`src/rtl/inv_alu_pkg.sv`:
```
package inv_alu_pkg;

  localparam int unsigned CTRL_W = 4;

  typedef enum logic [1:0] {
    FN_AND = 2'b00,
    FN_OR  = 2'b01,
    FN_ADD = 2'b10,
    FN_SLT = 2'b11
  } fn_sel_e;

  // bit order is decoded by the control unit: {inv_a, inv_b, fn}
  typedef struct packed {
    logic    inv_a;
    logic    inv_b;
    fn_sel_e fn;
  } alu_ctrl_t;

endpackage

```
`src/rtl/inv_alu_slice.sv`:
```
module inv_alu_slice (
  input  logic a_i,
  input  logic b_i,
  input  logic inv_a_i,
  input  logic inv_b_i,
  input  logic cin_i,
  output logic and_o,
  output logic or_o,
  output logic sum_o,
  output logic cout_o
);

  logic a_m;
  logic b_m;

  assign a_m    = a_i ^ inv_a_i;
  assign b_m    = b_i ^ inv_b_i;
  assign and_o  = a_m & b_m;
  assign or_o   = a_m | b_m;
  assign sum_o  = a_m ^ b_m ^ cin_i;
  assign cout_o = (a_m & b_m) | (cin_i & (a_m ^ b_m));

endmodule

```
`src/rtl/inv_alu_chain.sv`:
```
module inv_alu_chain #(
  parameter int unsigned WIDTH = 32
) (
  input  logic [WIDTH-1:0] a_i,
  input  logic [WIDTH-1:0] b_i,
  input  logic             inv_a_i,
  input  logic             inv_b_i,
  output logic [WIDTH-1:0] and_o,
  output logic [WIDTH-1:0] or_o,
  output logic [WIDTH-1:0] sum_o,
  output logic             c_msb_o,
  output logic             cout_o
);

  logic [WIDTH:0] carry;

  // carry-in tied to inv_b: inverted B plus one is the two's complement
  assign carry[0] = inv_b_i;

  for (genvar i = 0; i < WIDTH; i++) begin : g_slice
    inv_alu_slice u_slice (
      .a_i     (a_i[i]),
      .b_i     (b_i[i]),
      .inv_a_i (inv_a_i),
      .inv_b_i (inv_b_i),
      .cin_i   (carry[i]),
      .and_o   (and_o[i]),
      .or_o    (or_o[i]),
      .sum_o   (sum_o[i]),
      .cout_o  (carry[i+1])
    );
  end

  assign c_msb_o = carry[WIDTH-1];
  assign cout_o  = carry[WIDTH];

endmodule

```
`src/rtl/inv_alu_zero.sv`:
```
module inv_alu_zero #(
  parameter int unsigned WIDTH = 32
) (
  input  logic [WIDTH-1:0] vec_i,
  output logic             zero_o
);

  assign zero_o = ~(|vec_i);

endmodule

```
`src/rtl/inv_alu.sv`:
```
module inv_alu
  import inv_alu_pkg::*;
#(
  parameter int unsigned WIDTH = 32
) (
  input  logic [WIDTH-1:0]  a_i,
  input  logic [WIDTH-1:0]  b_i,
  input  logic [CTRL_W-1:0] ctrl_i,
  output logic [WIDTH-1:0]  result_o,
  output logic              zero_o
);

  localparam int unsigned MSB = WIDTH - 1;

  alu_ctrl_t        ctrl;
  logic [WIDTH-1:0] and_v;
  logic [WIDTH-1:0] or_v;
  logic [WIDTH-1:0] sum_v;
  logic             c_msb;
  logic             c_out;
  logic             ovf;
  logic             slt_bit;

  assign ctrl = alu_ctrl_t'(ctrl_i);

  inv_alu_chain #(.WIDTH(WIDTH)) u_chain (
    .a_i     (a_i),
    .b_i     (b_i),
    .inv_a_i (ctrl.inv_a),
    .inv_b_i (ctrl.inv_b),
    .and_o   (and_v),
    .or_o    (or_v),
    .sum_o   (sum_v),
    .c_msb_o (c_msb),
    .cout_o  (c_out)
  );

  // sign of the exact sum: raw sign flipped on signed overflow
  assign ovf     = c_msb ^ c_out;
  assign slt_bit = sum_v[MSB] ^ ovf;

  always_comb begin
    unique case (ctrl.fn)
      FN_AND:  result_o = and_v;
      FN_OR:   result_o = or_v;
      FN_ADD:  result_o = sum_v;
      FN_SLT:  result_o = {{(WIDTH-1){1'b0}}, slt_bit};
      default: result_o = and_v;
    endcase
  end

  inv_alu_zero #(.WIDTH(WIDTH)) u_zero (
    .vec_i  (result_o),
    .zero_o (zero_o)
  );

  always_comb begin
    if (ctrl_i == 4'b0000) begin
      AST_AND_PATH: assert (result_o == (a_i & b_i)) else $error("and path");
    end
    if (ctrl_i == 4'b0110) begin
      AST_SUB_PATH: assert (result_o == WIDTH'(a_i - b_i)) else $error("sub path");
    end
    if (ctrl_i == 4'b1100) begin
      AST_NOR_PATH: assert (result_o == ~(a_i | b_i)) else $error("nor path");
    end
    if (ctrl_i[1:0] == 2'b11) begin
      AST_SLT_UPPER: assert (result_o[MSB:1] == '0) else $error("slt upper bits");
    end
    if (ctrl_i == 4'b0111) begin
      AST_SLT_SIGNED: assert (result_o[0] == ($signed(a_i) < $signed(b_i))) else $error("slt signed");
    end
    AST_ZERO_FLAG: assert (zero_o == (result_o == '0)) else $error("zero flag");
  end

endmodule

```
`config.mk`:
```
export PLATFORM = sky130hd
export DESIGN_NAME = inv_alu
export DESIGN_NICKNAME = d
export VERILOG_FILES = /design/src/rtl/inv_alu_pkg.sv /design/src/rtl/inv_alu_slice.sv /design/src/rtl/inv_alu_chain.sv /design/src/rtl/inv_alu_zero.sv /design/src/rtl/inv_alu.sv
export SDC_FILE = /design/constraint.sdc
export NUM_CORES = 1
export LEC_CHECK = 0
export CORE_ASPECT_RATIO = 1.2
export CORE_UTILIZATION = 45
export DETAILED_ROUTE_END_ITERATION = 8
export PLACE_DENSITY = 0.81
export SLEW_MARGIN = 15
export SYNTH_ARGS = -nofsm -noshare
export SYNTH_HDL_FRONTEND = slang
export SYNTH_SLANG_ARGS = --single-unit
```
`constraint.sdc`:
```
create_clock -name vclk -period 21
set_input_delay 3.15 -clock vclk [all_inputs]
set_output_delay 3.15 -clock vclk [all_outputs]
set_load 0.1 [all_outputs]
```
==> summary.md, run 1 <==
| Metric | Value |
|---|---|
| I/O Buffers | `101` |
| Pins over their slew limit | `0` |
| Crit-path max cell delay | `0.57 ns` |
| Setup TNS | `0 ns` |
| Initial antenna violation count | `0` |
| Cell Area, Placed | `4250 µm²` |
| Via/cell ratio | `4.92` |
| Register area | `0 µm²` |
| Nets | `622` |
| # clk buffers | `0` |
| DRC violations left | `0` |
| Commonest non-fill, non-tap cell in the layout | `clkdlybuf4s50_1` |
| Initial detailed-routing violation count | `64` |
| Most frequent cells in the layout | `clkdlybuf4s50_1 (92), inv_1 (79), ha_1 (64), xor2_1 (59), nor2b_1 (31)` |
| Seq_cells | `0` |
| Die H | `94.4 µm` |
| Final hold vios | `0` |
| Layout area overhead | `33.9%` |
| PD cells | `50.6 nW/µm²` |
| Required time of the critical path | `17.85 ns` |
| Cells after synthesis | `373` |
| Finished Layout Cells | `544` |
| Worst Tran Pin Value | `0.986 ns` |
| First-pass GRT wire length | `12000 µm` |
| Overall Global Routing Usage | `20.2%` |
| Worst vdd ir | `49.0 µV` |
| Final ANT Viol Nets | `0` |
| Top cell by count, worst path | `fa_1` |
| Crit. End Element | `output port` |
| Initial core utilization | `46.8%` |
| Design Power | `0.217 mW` |
| Final setup viols | `0` |
| HPWL after DPL | `6210 µm` |
| Maxcap violations | `0` |
| Vias after detailed routing | `2679` |
| Row count | `33` |
| Die area | `7460 µm²` |
| Gpl congestion | `0.903` |
| WP data arrival | `17.37 ns` |
| Hold crit path type | `in2out` |
| Avg Cell Area, Syn | `8.59 µm²` |
| Post-synthesis sequential area ratio | `0%` |
| Setup Crit Path Kind | `in2out` |
| Critical Path Stages | `44` |
| Antenna Cells | `0` |
| Critical Path Fanout Max | `3` |
| Status | `finished clean` |
| Fmax | `48.7 MHz` |
| Share of layout cells above drive strength 1 | `6.56%` |
| Die width | `79.0 µm` |
| CP startpoint | `b_i[0]` |
| CP delay by family, top | `adder cells` |
| Final core utilization | `62.6%` |
| Fin crit share | `97.7%` |
| Core Region | `6850 µm²` |
| CP Launch Type | `input pin` |
| Crit path max-delay cell type | `or4_4` |
| Avg WL per Cell | `14.1 µm` |
| Vias in the first global route | `2659` |
| First drt pass iteration count | `4` |
| Count of unique library cells instantiated by Yosys | `25` |
| Crit path time final | `20.52 ns` |
| Worst setup endpoint | `zero_o` |
| Hold-fix buffers at CTS | `0` |
| Largest net degree at the start of global routing | `68` |
| Routed WL | `7650 µm` |
| I/O pins | `101` |
| Max-slew headroom | `34.1%` |
| Leak | `2.11 nW` |
| RSZ-0062 raised after global routing | `false` |
| WP buf/inv | `6` |
| YS warnings | `0` |
| Placed cell count | `544` |
| Grt total ovfl | `0` |
| Area of the mapped netlist | `3200 µm²` |
| Post-route cell area | `4290 µm²` |
| Net Count, Synth | `536` |
## cells by family after synthesis
logic type / count (synthesis) / synth area share [%]
adder cells (fa/ha/maj): 95 / 44.4
XOR/XNOR: 65 / 17.8
buffers and inverters: 101 / 12.8
AO/OA/AOI/OAI: 51 / 10.7
AND/OR/NAND/NOR: 45 / 9.41
multiplexers: 16 / 5.00
## tightest hold or removal path: cells and delay by family
| family | cells | cell delay, ns |
|---|---|---|
| xor gates and xnor gates | 1 | 0.19 |
| AOI/OAI and AO/OA | 2 | 0.25 |
| buffers and inverters | 2 | 0.43 |
## repair_timing
item / CTS / global route
gates resized for setup: 0 / 13
setup endpoints to repair: 0 / 1
setup buffers: 0 / 0
## how the worst min path moves through the flow
stage | startpoint | slack [ns] | depth (start not counted) | to
finish | ctrl_i[2] | 7.17 | 5 | result_o[0]
global route | ctrl_i[2] | 7.23 | 5 | result_o[0]
CTS | ctrl_i[2] | 7.16 | 5 | result_o[0]
detailed placement | ctrl_i[2] | 7.15 | 5 | result_o[0]
global placement | ctrl_i[2] | 7.13 | 5 | result_o[0]
floorplan | ctrl_i[0] | 6.86 | 3 | result_o[31]
## power breakdown
part	internal [mW]	leakage, nW	switching, mW	total [mW]
Combinational	0.0706	2.11	0.147	0.217
Clock	0	0	0	0
Sequential	0	0	0	0
Total	0.0706	2.11	0.147	0.217
## final cells by class
class                      instances  area [µm²]
fill                             601        2560
inverter                          79         297
multi-input combinational        272        2860
tap                               87         109
timing repair buffer             106        1030
## Yosys cell counts
library cell  number  area share [%]
buf_2              7             1.1
fa_1              31              19
o221ai_1           1            0.27
o21ai_1            1            0.16
xnor2_1            5             1.4
o21ai_0           15             2.3
a21o_1             1            0.23
nor2b_1           31             6.1
nand2b_1           1            0.20
o31ai_1            1            0.23
clkbuf_1           8            0.94
xor2_1            60              16
buf_6              3             1.1
nor2_1             2            0.23
o22ai_1           15             2.9
buf_1              4            0.47
mux2i_1           16             5.0
a211oi_1           1            0.23
nor4_2             1            0.39
o31a_1            15             4.1
ha_1              64              25
or4_1              9             2.1
nor2b_4            1            0.43
inv_1             79             9.3
a21oi_1            1            0.16
## metrics by stage
step / hold slack, ns / worst slack, ns
2_1_floorplan: 6.86 / 0.00425
5_1_grt: 7.23 / 0.0112
3_3_place_gp: 7.13 / 0.358
3_5_place_dp: 7.15 / 0.152
4_1_cts: 7.16 / 0.0923
6_report: 7.17 / 0.478
## layer usage
metal / track usage (%) / routed length (µm) / up-vias / share of wire, %
met5: 0 / 0 / - / 0
met4: 3.18 / 146 / 0 / 1.9
met3: 0.483 / 230 / 10 / 3.0
met2: 39.2 / 4010 / 75 / 52
met1: 24.9 / 3260 / 1282 / 43
li1: - / - / 1312 / -
Note: power is estimated with default switching activity, not from simulation.
==> run 2: changes to the inputs <==
--- a/config.mk
+++ b/config.mk
@@ -9,6 +9,7 @@
 export CORE_UTILIZATION = 45
 export DETAILED_ROUTE_END_ITERATION = 8
 export PLACE_DENSITY = 0.81
+export SETUP_SLACK_MARGIN = 0.02
 export SLEW_MARGIN = 15
 export SYNTH_ARGS = -nofsm -noshare
 export SYNTH_HDL_FRONTEND = slang
==> summary.md, run 2 (synthesized netlist as in run 1, its figures left out) <==
| Metric | Value |
|---|---|
| First drt pass iteration count | `4 (unchanged)` |
| Row count | `33 (unchanged)` |
| Register area | `0 µm² (unchanged)` |
| Post-CTS Setup Inserts | `0 (unchanged)` |
| Overall Global Routing Usage | `20.7% (was 20.2%)` |
| Via/cell ratio | `4.97 (was 4.92)` |
| Critical Path Fanout Max | `3 (unchanged)` |
| CP Launch Type | `input pin (unchanged)` |
| I/O Buffers | `101 (unchanged)` |
| Die width | `79.0 µm (unchanged)` |
| Layout area overhead | `34.1% (was 33.9%)` |
| Hold-fix buffers at CTS | `0 (unchanged)` |
| Initial antenna violation count | `0 (unchanged)` |
| Die H | `94.4 µm (unchanged)` |
| # clk buffers | `0 (unchanged)` |
| Final setup viols | `0 (unchanged)` |
| Antenna Cells | `0 (unchanged)` |
| Fmax | `48.8 MHz (was 48.7 MHz)` |
| RSZ-0062 raised after global routing | `false (unchanged)` |
| Max-slew headroom | `34.5% (was 34.1%)` |
| Fin crit share | `97.5% (was 97.7%)` |
| Core Region | `6850 µm² (unchanged)` |
| Worst Tran Pin Value | `0.980 ns (was 0.986 ns)` |
| I/O pins | `101 (unchanged)` |
| Required time of the critical path | `17.85 ns (about the same)` |
| First-pass GRT wire length | `12600 µm (was 12000 µm)` |
| HPWL after DPL | `6190 µm (was 6210 µm)` |
| Seq_cells | `0 (unchanged)` |
| PD cells | `50.4 nW/µm² (was 50.6 nW/µm²)` |
| Worst vdd ir | `41.3 µV (was 49.0 µV)` |
| Leak | `2.12 nW (was 2.11 nW)` |
| Top cell by count, worst path | `fa_1 (unchanged)` |
| Design Power | `0.216 mW (was 0.217 mW)` |
| Routed WL | `7550 µm (was 7650 µm)` |
| Initial core utilization | `46.8% (unchanged)` |
| Crit path max-delay cell type | `or4_4 (unchanged)` |
| Vias in the first global route | `2844 (was 2659)` |
| DRC violations left | `0 (unchanged)` |
| WP data arrival | `17.33 ns (was 17.37 ns)` |
| Pins over their slew limit | `0 (unchanged)` |
| Crit path time final | `20.48 ns (was 20.52 ns)` |
| Avg WL per Cell | `13.9 µm (was 14.1 µm)` |
| Share of layout cells above drive strength 1 | `6.56% (unchanged)` |
| Setup Crit Path Kind | `in2out (unchanged)` |
| Gpl congestion | `0.884 (was 0.903)` |
| Final hold vios | `0 (unchanged)` |
| Commonest non-fill, non-tap cell in the layout | `clkdlybuf4s50_1 (unchanged)` |
| Status | `finished clean (unchanged)` |
| Hold crit path type | `in2out (unchanged)` |
| Maxcap violations | `0 (unchanged)` |
| Grt total ovfl | `0 (unchanged)` |
| Most frequent cells in the layout | `clkdlybuf4s50_1 (93), inv_1 (79), ha_1 (64), xor2_1 (60), nor2b_1 (31) (was clkdlybuf4s50_1 (92), inv_1 (79), ha_1 (64), xor2_1 (59), nor2b_1 (31))` |
| Largest net degree at the start of global routing | `68 (unchanged)` |
| Crit. End Element | `output port (unchanged)` |
| Initial detailed-routing violation count | `66 (was 64)` |
| Setup WS pre-CTS | `-0.00124 ns (was 0.152 ns)` |
| Final ANT Viol Nets | `0 (unchanged)` |
| Crit-path max cell delay | `0.57 ns (about the same)` |
| Setup WS post-layout | `0.521 ns (was 0.478 ns)` |
| Setup TNS | `0 ns (unchanged)` |
| Die area | `7460 µm² (unchanged)` |
| Vias after detailed routing | `2702 (was 2679)` |
| Final core utilization | `62.7% (was 62.6%)` |
| Nets | `622 (unchanged)` |
[run 2: layout make-up]
type / instances / area (µm²)
inverter: 79 / 297
tap: 87 / 109
fill: 619 / 2560
multi-input combinational: 272 / 2860
timing repair buffer: 106 / 1030
[run 2: per-layer routing]
layer	global-route usage, %	share of wire, %	up-vias
li1	-	-	1314
met5	0	0	-
met1	25.0	40	1286
met2	40.4	53	94
met4	3.33	1.3	0
met3	1.06	5.3	8
[run 2: final timing paths]
kind / start / endpoint / slack, ns / cells after the start
setup / recovery: a_i[0] / zero_o / 0.52 / 44
hold / removal: ctrl_i[2] / result_o[0] / 7.09 / 5
[run 2: metrics by stage]
step | cell area (µm²) | hold slack [ns] | cells
floorplan | 3240 | 6.86 | 373
global placement | 4250 | 7.06 | 544
detailed placement | 4250 | 7.09 | 544
CTS | 4260 | 7.09 | 544
global route | 4300 | 7.14 | 544
finish | 4300 | 7.09 | 544
[run 2: critical path, delay by kind of cell]
family                   cells  cell delay, ns
AND/OR/NAND/NOR              3            1.30
AO/OA/AOI/OAI                2            0.29
multiplexers                 1            0.22
XOR/XNOR                     1            0.17
buffers and inverters        6            0.90
adder cells (fa/ha/maj)     31           11.27
[run 2: power by group]
| part | switching [mW] | internal, mW |
|---|---|---|
| Clock | 0 | 0 |
| Sequential | 0 | 0 |
| Combinational | 0.146 | 0.0707 |
| Total | 0.146 | 0.0707 |
[run 2: what timing repair did]
action                                  4_1_cts  5_1_grt
pin swaps                                     1        4
resized for setup                             2       12
hold endpoints to repair                      0        0
endpoints found under the setup margin        1        1
